`src/rtl/submod_pkg.sv`:
```
package submod_pkg;
  typedef enum logic [1:0] {
    SRC_ONES = 2'd0,
    SRC_ALT  = 2'd1,
    SRC_EXT  = 2'd2,
    SRC_EXT2 = 2'd3
  } src_e;

  function automatic logic is_ext(input src_e s);
    return s[1];
  endfunction
endpackage

```
`src/rtl/submod_timebase.sv`:
```
module submod_timebase #(
  parameter int SC_DIV     = 16,
  parameter int SC_PER_BIT = 8
) (
  input  logic                                    clk,
  input  logic                                    rst_n,
  input  logic                                    tx_en,
  output logic [$clog2(SC_DIV*SC_PER_BIT)-1:0]    cnt,
  output logic                                    last,
  output logic                                    sc,
  output logic                                    half
);
  localparam int BIT_DIV = SC_DIV * SC_PER_BIT;
  localparam int CW      = $clog2(BIT_DIV);
  localparam int SCW     = $clog2(SC_DIV);
  localparam logic [CW-1:0] LAST_V = CW'(BIT_DIV - 1);

  // Parked at the final count when idle so the first enabled clock requests a bit.
  always_ff @(posedge clk or negedge rst_n) begin
    if (!rst_n)      cnt <= LAST_V;
    else if (!tx_en) cnt <= LAST_V;
    else             cnt <= cnt + 1'b1;
  end

  assign last = (cnt == LAST_V);
  assign sc   = ~cnt[SCW-1];
  assign half = cnt[CW-1];

  a_r1_bit_wrap: assert property (@(posedge clk) disable iff (!rst_n)
    (tx_en && last) |=> (cnt == '0));
  a_r9_park_idle: assert property (@(posedge clk) disable iff (!rst_n)
    !tx_en |=> last);
endmodule

```
`src/rtl/submod_bitsrc.sv`:
```
module submod_bitsrc
  import submod_pkg::*;
(
  input  logic clk,
  input  logic rst_n,
  input  logic tx_en,
  input  logic last,
  input  src_e src,
  input  logic in_valid,
  input  logic in_data,
  output logic in_ready,
  output logic bit_q,
  output logic active_q
);
  logic load;
  logic alt_q;
  logic next_bit;

  assign load     = tx_en && last;
  assign in_ready = load && is_ext(src);

  always_comb begin
    unique case (src)
      SRC_ONES: next_bit = 1'b1;
      SRC_ALT:  next_bit = ~alt_q;
      default:  next_bit = in_valid & in_data;
    endcase
  end

  always_ff @(posedge clk or negedge rst_n) begin
    if (!rst_n) begin
      bit_q    <= 1'b0;
      active_q <= 1'b0;
      alt_q    <= 1'b0;
    end else if (!tx_en) begin
      bit_q    <= 1'b0;
      active_q <= 1'b0;
      alt_q    <= 1'b0;
    end else if (load) begin
      bit_q    <= next_bit;
      active_q <= 1'b1;
      if (src == SRC_ALT) alt_q <= ~alt_q;
    end
  end

  a_r8_take_ext: assert property (@(posedge clk) disable iff (!rst_n)
    (in_ready && in_valid) |=> (bit_q == $past(in_data)));
  a_r8_underrun_zero: assert property (@(posedge clk) disable iff (!rst_n)
    (in_ready && !in_valid) |=> !bit_q);
  a_r6_ones_src: assert property (@(posedge clk) disable iff (!rst_n)
    (load && src == SRC_ONES) |=> bit_q);
  a_r9_phase_reset: assert property (@(posedge clk) disable iff (!rst_n)
    !tx_en |=> (!bit_q && !active_q));
endmodule

```
`src/rtl/submod_shaper.sv`:
```
module submod_shaper (
  input  logic tx_en,
  input  logic active,
  input  logic mod_bpsk,
  input  logic code_manch,
  input  logic sc,
  input  logic half,
  input  logic bit_v,
  output logic sw
);
  logic level;
  logic raw;

  // Manchester: a 1 is high in the first half, low in the second.
  assign level = code_manch ? (bit_v ^ half) : bit_v;
  // BPSK: level 1 selects the inverted subcarrier; ASK: level gates it.
  assign raw   = mod_bpsk ? (sc ^ level) : (sc & level);
  assign sw    = tx_en & active & raw;
endmodule

```
`src/rtl/subcarrier_modulator.sv`:
```
module subcarrier_modulator
  import submod_pkg::*;
#(
  parameter int SC_DIV     = 16,
  parameter int SC_PER_BIT = 8
) (
  input  logic       clk,
  input  logic       rst_n,
  input  logic       tx_en,
  input  logic       mod_bpsk,
  input  logic       code_manch,
  input  logic [1:0] src_sel,
  input  logic       in_valid,
  input  logic       in_data,
  output logic       in_ready,
  output logic       bit_strb,
  output logic       load_sw
);
  localparam int CW = $clog2(SC_DIV * SC_PER_BIT);

  logic [CW-1:0] cnt;
  logic last, sc, half, bit_q, active_q;
  src_e src;

  assign src = src_e'(src_sel);

  submod_timebase #(.SC_DIV(SC_DIV), .SC_PER_BIT(SC_PER_BIT)) tb_i (
    .clk(clk), .rst_n(rst_n), .tx_en(tx_en),
    .cnt(cnt), .last(last), .sc(sc), .half(half)
  );

  submod_bitsrc src_i (
    .clk(clk), .rst_n(rst_n), .tx_en(tx_en), .last(last), .src(src),
    .in_valid(in_valid), .in_data(in_data), .in_ready(in_ready),
    .bit_q(bit_q), .active_q(active_q)
  );

  submod_shaper shp_i (
    .tx_en(tx_en), .active(active_q), .mod_bpsk(mod_bpsk),
    .code_manch(code_manch), .sc(sc), .half(half), .bit_v(bit_q),
    .sw(load_sw)
  );

  assign bit_strb = tx_en && last;

  a_r7_ready_in_strobe: assert property (@(posedge clk) disable iff (!rst_n)
    in_ready |-> bit_strb);
  a_r2_ask_zero_silent: assert property (@(posedge clk) disable iff (!rst_n)
    (!mod_bpsk && !code_manch && !bit_q) |-> !load_sw);
  a_r7_single_strobe: assert property (@(posedge clk) disable iff (!rst_n)
    (bit_strb && tx_en && $past(tx_en)) |=> !bit_strb);
endmodule

```
`config.mk`:
```
export PLATFORM = sky130hd
export DESIGN_NAME = subcarrier_modulator
export DESIGN_NICKNAME = d
export VERILOG_FILES = /design/src/rtl/submod_pkg.sv /design/src/rtl/submod_timebase.sv /design/src/rtl/submod_bitsrc.sv /design/src/rtl/submod_shaper.sv /design/src/rtl/subcarrier_modulator.sv
export SDC_FILE = /design/constraint.sdc
export NUM_CORES = 1
export LEC_CHECK = 0
export ABC_AREA = 1
export BUFFER_PORTS_ARGS = -buffer_cell sky130_fd_sc_hd__buf_2
export CAP_MARGIN = 20
export CORE_AREA = 2 2 39 41
export CTS_CLUSTER_DIAMETER = 120
export DETAILED_ROUTE_END_ITERATION = 12
export DIE_AREA = 0 0 41 43
export PLACE_DENSITY = 0.68
export SYNTH_ARGS = -nofsm -noshare
export SYNTH_HDL_FRONTEND = slang
export SYNTH_SLANG_ARGS = --single-unit
```
`constraint.sdc`:
```
create_clock -name clk -period 3.1 [get_ports clk]
set_input_delay 0.31 -clock clk [delete_from_list [all_inputs] [get_ports clk]]
set_output_delay 0.31 -clock clk [all_outputs]
set_load 0.01 [all_outputs]
```
==> flow_metrics.tcl, run 1 <==
set metrics [dict create \
    slew-limit-headroom 0.852 \
    fin_cells 96 \
    drc_errors 0 \
    grt_start_max_net_pins 11 \
    synth_edf_count 0 \
    use_met1 0.201 \
    h-tree-depth 1 \
    seqCellArea_um2 259 \
    rsz0062_at_grt "false" \
    hpwlAfterDp_um 772 \
    wl_um 977 \
    path_max_fanout 6 \
    clk_latency_ns 0.26 \
    clk_pin_slew_worst_paths_ns 0.06 \
    share_seq_of_total_power 0.495 \
    viasPerCell 4.66 \
    syn_nets 76 \
    holdBufCountCts 1 \
    required_ns 2.79 \
    fill_cells 141 \
    fin_crit_ns 1.93 \
    io_pins 12 \
    fmax_mhz 518 \
    drt_first_pass_iters 4 \
    crit_path_end_kind "primary output" \
    cts_tree "done" \
    syn_avg_cell_area_um2 8.35 \
    setup_violations 0 \
    p_sw_frac 0.311 \
    num_vias 447 \
    hold_viol_final 0 \
    irDropWorstVdd_mv 0.244 \
    cts_buffers 3 \
    start_kind "flop" \
    place_ws_ns 1.43 \
    port-buffer-count 11 \
    finalNetCount 92 \
    dieArea_mm2 0.00176 \
    grt_pass1_wl_mm 1.68 \
    critPathKind "reg2out" \
    synth_commonest_cells "11 x inv_1, 11 x nand2_1, 7 x dfstp_2, 7 x nand3_1, 6 x nor2_1" \
    fin_util 0.469 \
    p_sw_uw 112 \
    internal-power_uw 249 \
    synth-seq-area-share 0.477 \
    combPwrFrac 0.251 \
    grt-busiest-layer "met1" \
    yosys_register_bits 10 \
    ys.flop_type "dfstp_2" \
    yosys.area.top_type_share 0.339 \
    cap_violations 0 \
    fin_setup_tns_ns 0 \
    synth_top_cells_by_area "dfstp_2 34%, dfrtp_1 14%, inv_1 7.6%, nand2_1 7.6%, nand3_1 6.5%" \
    powerDensity_mw_per_mm2 555 \
    cts.sinks 10 \
    leakage_uw 0.000351 \
    slew_violations 0 \
    synth_warnings 0 \
    multi_input_area_um2 238 \
    initial_core_util 0.392 \
    area_growth_pct 19.6 \
    dp_cells 91 \
    die_y_um 43 \
    root_buffer "clkbuf_4" \
    drtIter0Drc 6 \
    grt.total_usage 0.144 \
    grt_pass1_vias 416 \
    cts_setup_buffers 0 \
    antenna_left 0 \
    yosysTopAreaCell "dfstp_2" \
    core-area_mm2 0.00138 \
    grt.overflow.total 0 \
    synth_area_um2 543 \
    drive_gt1_frac 0.338 \
    clockBufferDepth 2 \
    std_cell_rows 14 \
    yosysUniqueCellTypes 19 \
    min_period_over_period 0.623 \
    skew_ns 0.00261 \
    gp_congestion 0.682 \
    post_cts_resized 0 \
    synth_cells 65 \
    antennaDiodeCount 0 \
    async_flop_share 1.00 \
    met3_usage 0.0314 \
    fin_hold_ws_ns 0.306 \
    routedWlPerCell_um 10.2 \
    antenna_found_initial 0 \
    worst_slew_pin_slew_ns 0.221 \
    fp.dieW_um 41 \
    cp.arrival_ns 1.62 \
    worst_slack_ns 1.17 \
    status "finished, final reports clean" \
    worstHoldPathType "in2reg" \
    grt_util_met2 0.191 \
    clkPwrFrac 0.254 \
]
[metrics by stage]
stage,cell area [µm²],power [µW]
after CTS,649,366
final,649,361
after detailed placement,613,272
after global routing,649,388
after floorplan,543,246
after global placement,613,270
[per-layer routing]
layer / up-vias / share of wire
met5: - / 0
met2: 13 / 0.47
li1: 235 / -
met1: 197 / 0.47
met4: 0 / 0.011
met3: 2 / 0.047
[power by group through the flow]
stage | registers [µW] | clock network [µW] | logic, µW
final | 179 | 91.8 | 90.4
after floorplan | 176 | 0 | 69.8
after detailed placement | 181 | 0 | 90.9
after global placement | 180 | 0 | 89.6
after CTS | 179 | 95.3 | 92.4
after global routing | 182 | 102 | 104
[flip-flops by register name, indices dropped and copies added (netlist names)]
signal	flops
src_i.active_q	1
src_i.alt_q	1
src_i.bit_q	1
tb_i.cnt	7
[cell type report]
| cell class | count | area share |
|---|---|---|
| Sequential cell | 10 | 0.399 |
| Multi-Input combinational cell | 43 | 0.366 |
| Timing Repair Buffer | 12 | 0.100 |
| Inverter | 11 | 0.0636 |
| Clock buffer | 4 | 0.0405 |
| Tap cell | 16 | 0.0308 |
[placed cells by master (no fill, tap or decap)]
cell type / netlist / routed
nor4_1: 1 / 1
inv_1: 11 / 11
dfstp_2: 7 / 7
dlygate4sd3_1: 0 / 1
nor2_2: 1 / 1
ha_1: 2 / 2
nor2_1: 6 / 6
a21oi_2: 1 / 1
nand4_1: 1 / 1
xnor2_1: 2 / 2
nor2_4: 1 / 1
o21ai_0: 5 / 5
nand3_2: 1 / 1
nand3_1: 7 / 7
clkbuf_1: 0 / 1
dfrtp_1: 3 / 3
buf_2: 1 / 11
or2_2: 1 / 1
nand2_1: 11 / 11
nand2_2: 1 / 1
clkbuf_4: 0 / 3
a21oi_1: 2 / 2
[worst max-delay path, cell delays in order, from the launching register on]
cell	delay, ns
dfstp_2	0.55
ha_1	0.20
nand3_2	0.13
nor2_4	0.19
nand2_2	0.09
nor2_2	0.08
buf_2	0.13
[cell families after synthesis]
family | Yosys count | synth area share
adders and majority gates | 2 | 0.0461
and+or+nand+nor | 31 | 0.279
buffers and inverters | 12 | 0.0852
AOI/OAI and AO/OA | 8 | 0.0806
xor gates and xnor gates | 2 | 0.0323
DFF | 10 | 0.477
[final timing paths]
| path | startpoint | end | slack, ns | cells after the start |
|---|---|---|---|---|
| worst max-delay path | tb_i.cnt[0] | in_ready | 1.17 | 6 |
| worst min register to register | tb_i.cnt[0] | tb_i.cnt[0] | 0.47 | 1 |
| worst max register to register | tb_i.cnt[0] | src_i.alt_q | 1.75 | 6 |
| min in group asynchronous | rst_n | src_i.bit_q | 0.44 | 2 |
| max in group asynchronous | rst_n | tb_i.cnt[2] | 2.41 | 2 |
| worst min-delay path | tx_en | tb_i.cnt[2] | 0.31 | 2 |
No activity file was read; power rests on OpenSTA's default activity.
==> run 2: changes to the inputs <==
==> constraint.sdc (replaced) <==
create_clock -name clk -period 1.84 [get_ports clk]
set_input_delay 0.184 -clock clk [delete_from_list [all_inputs] [get_ports clk]]
set_output_delay 0.184 -clock clk [all_outputs]
set_load 0.01 [all_outputs]
==> flow_metrics.tcl, run 2 (same netlist as run 1, synthesis figures left out) <==
set metrics [dict create \
    internal-power_uw 426 \
    grt.overflow.total 0 \
    routedWlPerCell_um 10.1 \
    clk_latency_ns 0.26 \
    viasPerCell 4.65 \
    dieArea_mm2 0.00176 \
    slew-limit-headroom 0.855 \
    critPathLaunch "tb_i.cnt[6]" \
    clkPwrFrac 0.250 \
    powerDensity_mw_per_mm2 931 \
    cp.arrival_ns 1.61 \
    num_vias 451 \
    combPwrFrac 0.260 \
    dr.max_layer_used "met4" \
    io_pins 12 \
    wl_met2_um 449 \
    critPathKind "reg2out" \
    finalNetCount 93 \
    fin_hold_ws_ns 0.177 \
    cts_tree "done" \
    hpwlAfterDp_um 772 \
    fin_cells 97 \
    skew_ns 0.000429 \
    drt_first_pass_iters 4 \
    port-buffer-count 11 \
    h-tree-depth 1 \
    ff2ff_path_depth 7 \
    area_growth_pct 21.9 \
    slew_violations 0 \
    fmax_mhz 557 \
    rr_endpoint "src_i.alt_q" \
    grt_pass1_vias 416 \
    grt_pass1_wl_mm 1.68 \
    setup_violations 0 \
    cts_buffers 3 \
    worst_slack_ns 0.0438 \
    min_period_over_period 0.976 \
    fp.dieW_um 41 \
    antennaDiodeCount 0 \
    antenna_found_initial 0 \
    fin_crit_ns 1.80 \
    drtIter0Drc 6 \
    place_ws_ns 0.300 \
    drc_errors 0 \
    root_buffer "clkbuf_4" \
    initial_core_util 0.392 \
    endpoint "load_sw" \
    worst_slew_pin_slew_ns 0.216 \
    status "finished, final reports clean" \
    path_max_fanout 3 \
    met3_length_um 49 \
    start_kind "flop" \
    core-area_mm2 0.00138 \
    p_sw_frac 0.309 \
    std_cell_rows 14 \
    r2r_start "tb_i.cnt[0]" \
    r2r_setup_slack_ns 0.46 \
    p_sw_uw 191 \
    largest_reg_flops 7 \
    final_cell_mix "11 x inv_1, 11 x buf_2, 10 x nand2_1, 7 x nand3_1, 7 x dfstp_2" \
    crit_path_end_kind "primary output" \
    worstHoldPathType "in2reg" \
    leakage_uw 0.000355 \
    wl_met1_um 455 \
    gp_congestion 0.682 \
    rsz0062_at_grt "true" \
    irDropWorstVdd_mv 0.411 \
    cts.sinks 10 \
    required_ns 1.66 \
    largest-register "tb_i.cnt" \
    clockBufferDepth 2 \
    grt_start_max_net_pins 11 \
    hold_viol_final 0 \
    clk_pin_slew_worst_paths_ns 0.06 \
    dp_cells 91 \
    drive_gt1_frac 0.370 \
    wl_um 978 \
    antenna_left 0 \
    grt.total_usage 0.144 \
    cap_violations 0 \
    die_y_um 43 \
    fin_setup_tns_ns 0 \
    fin_util 0.478 \
    share_seq_of_total_power 0.489 \
]
-- run 2: changes by cell type in the layout (fill, tap and decap cells not counted) --
| cell | previous run | this run |
|---|---|---|
| buf_4 | 0 | 1 |
| ha_1 | 2 | 1 |
| ha_2 | 0 | 1 |
| nand2_1 | 11 | 10 |
| nand2_2 | 1 | 2 |
-- run 2: how the worst min path moves through the flow --
stage | cells after the start | slack (ns) | to | startpoint
6_report | 2 | 0.18 | tb_i.cnt[2] | tx_en
5_1_grt | 2 | 0.19 | tb_i.cnt[2] | tx_en
4_1_cts | 2 | 0.18 | tb_i.cnt[2] | tx_en
3_5_place_dp | 1 | 0.05 | src_i.active_q | rst_n
3_3_place_gp | 1 | 0.05 | src_i.active_q | rst_n
2_1_floorplan | 0 | -0.11 | src_i.active_q | rst_n
-- run 2: worst max-delay path, cell delays in order (launching register included) --
cell and delay [ns]:
dfstp_2 0.55, nand2_2 0.05, xnor2_1 0.13, ha_1 0.27, nor2_1 0.04, nor4_1 0.14, buf_2 0.17
-- run 2: metrics by stage --
step / cell area, µm² / total power, µW
floorplan: 543 / 414
global placement: 613 / 454
detailed placement: 613 / 458
CTS: 649 / 617
global route: 662 / 664
finish: 662 / 616
-- run 2: final cells by class --
| cell class | count | area (µm²) |
|---|---|---|
| timing repair buffer | 13 | 72.6 |
| tap | 16 | 20.0 |
| fill | 138 | 722 |
| inverter | 11 | 41.3 |
| multi-input combinational | 43 | 243 |
| clock buffer | 4 | 26.3 |
| sequential | 10 | 259 |
-- run 2: what timing repair did --
| action | 4_1_cts | 5_1_grt |
|---|---|---|
| setup buffers | 0 | 1 |
| hold buffers | 1 | 0 |
| resized for setup | 0 | 2 |
| endpoints found under the hold margin | 3 | 0 |
| setup endpoints to repair | 0 | 3 |
-- run 2: power by group through the flow --
| stage | clock, µW | sequential, µW | combinational (µW) |
|---|---|---|---|
| after floorplan | 0 | 296 | 118 |
| after global placement | 0 | 303 | 151 |
| after detailed placement | 0 | 305 | 153 |
| after CTS | 161 | 301 | 156 |
| after global routing | 172 | 308 | 184 |
| final | 154 | 302 | 160 |
-- run 2: layer usage --
metal  vias up  global-route usage
li1        237                   -
met1       195               0.201
met2        15               0.191
met3         4              0.0314
met4         0               0.100
met5         -                   0
==> run 3: changes to the inputs <==
--- a/config.mk
+++ b/config.mk
@@ -12,7 +12,8 @@
 export CTS_CLUSTER_DIAMETER = 120
 export DETAILED_ROUTE_END_ITERATION = 12
 export DIE_AREA = 0 0 41 43
-export PLACE_DENSITY = 0.68
+export PLACE_DENSITY = 0.71
 export SYNTH_ARGS = -nofsm -noshare
 export SYNTH_HDL_FRONTEND = slang
+export SYNTH_HIERARCHICAL = 1
 export SYNTH_SLANG_ARGS = --single-unit
==> flow_metrics.tcl, run 3 <==
set metrics [dict create \
    grt_pass1_vias 490 \
    finalNetCount 109 \
    rsz0062_at_grt "true" \
    antenna_found_initial 0 \
    grt.overflow.total 0 \
    num_vias 541 \
    fill_cells 130 \
    syn_avg_cell_area_um2 7.51 \
    clockBufferDepth 2 \
    critPathKind "reg2out" \
    synth_warnings 6 \
    h-tree-depth 1 \
    dieArea_mm2 0.00176 \
    cts.sinks 10 \
    dr.max_layer_used "met4" \
    final_area_um2 752 \
    irDropWorstVdd_mv 0.453 \
    worstHoldPathType "in2reg" \
    drtIter0Drc 16 \
    slew_violations 0 \
    wl_met2_um 611 \
    antenna_left 0 \
    fin_crit_ns 1.75 \
    synth_cells 77 \
    dpl-instance-area_um2 661 \
    clk_latency_ns 0.26 \
    grt_start_max_net_pins 14 \
    slew-limit-headroom 0.838 \
    port-buffer-count 11 \
    final_cell_mix "22 x nand2_1, 15 x inv_1, 11 x buf_2, 10 x nand3_1, 7 x dfstp_2" \
    hold_viol_final 0 \
    largest_reg_flops 7 \
    path_max_fanout 5 \
    routedWlPerCell_um 10.3 \
    antennaDiodeCount 0 \
    hpwlAfterDp_um 796 \
    cts_tree "done" \
    leakage_uw 0.000428 \
    fp.dieW_um 41 \
    largest-register "tb_i/cnt" \
    root_buffer "clkbuf_4" \
    skew_ns 0.00524 \
    drive_gt1_frac 0.340 \
    std_cell_rows 14 \
    setup_violations 0 \
    start_kind "flop" \
    cp_slowest_cell "dfstp_2" \
    syn_nets 88 \
    clk_pin_slew_worst_paths_ns 0.07 \
    grt_pass1_wl_mm 1.88 \
    gp_congestion 0.748 \
    multi_input_area_um2 295 \
    required_ns 1.66 \
    fin_hold_ws_ns 0.202 \
    initial_core_util 0.418 \
    path_cells "ha_4 > nand3_4 > nor3_2 > buf_4 > nand2_2 > nor2_2 > buf_2" \
    core-area_mm2 0.00138 \
    grt.total_usage 0.161 \
    cp_slowest_stage_delay_ns 0.56 \
    worst_slew_pin_slew_ns 0.242 \
    viasPerCell 4.79 \
    met3_length_um 18 \
    drc_errors 0 \
    wl_met1_um 513 \
    cts_buffers 3 \
    fmax_mhz 570 \
    die_y_um 43 \
    layout_commonest_cell "nand2_1" \
    seqCellArea_um2 259 \
    drt_first_pass_iters 4 \
    powerDensity_mw_per_mm2 845 \
    io_pins 12 \
    status "finished, final reports clean" \
    area_growth_pct 30.1 \
    crit_path_end_kind "primary output" \
    cp.arrival_ns 1.57 \
    wl_mm 1.17 \
    min_period_over_period 0.953 \
    cap_violations 0 \
    synth_area_um2 578 \
]
run 3: power breakdown:
group          switching (µW)  internal (µW)  total, µW  leakage [µW]
Combinational             101           82.4        183      0.000298
Clock                    74.7           83.7        158     0.0000150
Sequential               29.3            264        294      0.000115
run 3: final timing paths:
check                                from  slack, ns  cells after the start        endpoint
min                            src_sel[1]       0.20                      4     src_i/bit_q
max in group asynchronous           rst_n       1.27                      2     tb_i/cnt[3]
min in group asynchronous           rst_n       0.31                      2     src_i/alt_q
max reg2reg                   tb_i/cnt[1]       0.47                      7     src_i/bit_q
min reg2reg                src_i/active_q       0.49                      2  src_i/active_q
max                           tb_i/cnt[1]       0.09                      7        in_ready
run 3: area by class of cell:
type | instances | area share
clock buffer | 4 | 0.0349
inverter | 15 | 0.0749
multi-input combinational | 52 | 0.393
sequential | 10 | 0.344
tap | 16 | 0.0266
timing repair buffer | 16 | 0.126
run 3: critical path: cells and delay by family (launching register included):
family / cells / cell delay [ns]
flops: 1 / 0.56
simple gates: 4 / 0.33
fa+ha+maj: 1 / 0.15
buf+inv: 2 / 0.28
run 3: what timing repair did:
action                     in CTS  in global routing
hold buffers                    1                  0
setup endpoints to repair       2                  3
pin swaps                       2                  1
buffers inserted                3                  0
hold endpoints to repair        3                  0
resized for setup               5                  1
run 3: per-layer routing:
layer | up-vias | GRT usage
li1 | 283 | -
met1 | 249 | 0.183
met2 | 7 | 0.250
met3 | 2 | 0.0314
met4 | 0 | 0.120
met5 | - | 0
run 3: per-stage QoR:
step / instances / worst slack (ns) / utilization / TNS, ns / total power, µW
2_1_floorplan: 77 / 0.212 / - / 0 / 396
3_3_place_gp: 105 / 0.247 / 0.477 / 0 / 441
3_5_place_dp: 105 / 0.229 / 0.477 / 0 / 447
4_1_cts: 113 / 0.00663 / 0.542 / 0 / 641
5_1_grt: 113 / -0.0390 / 0.543 / -0.0772 / 685
6_report: 113 / 0.0857 / 0.543 / 0 / 635
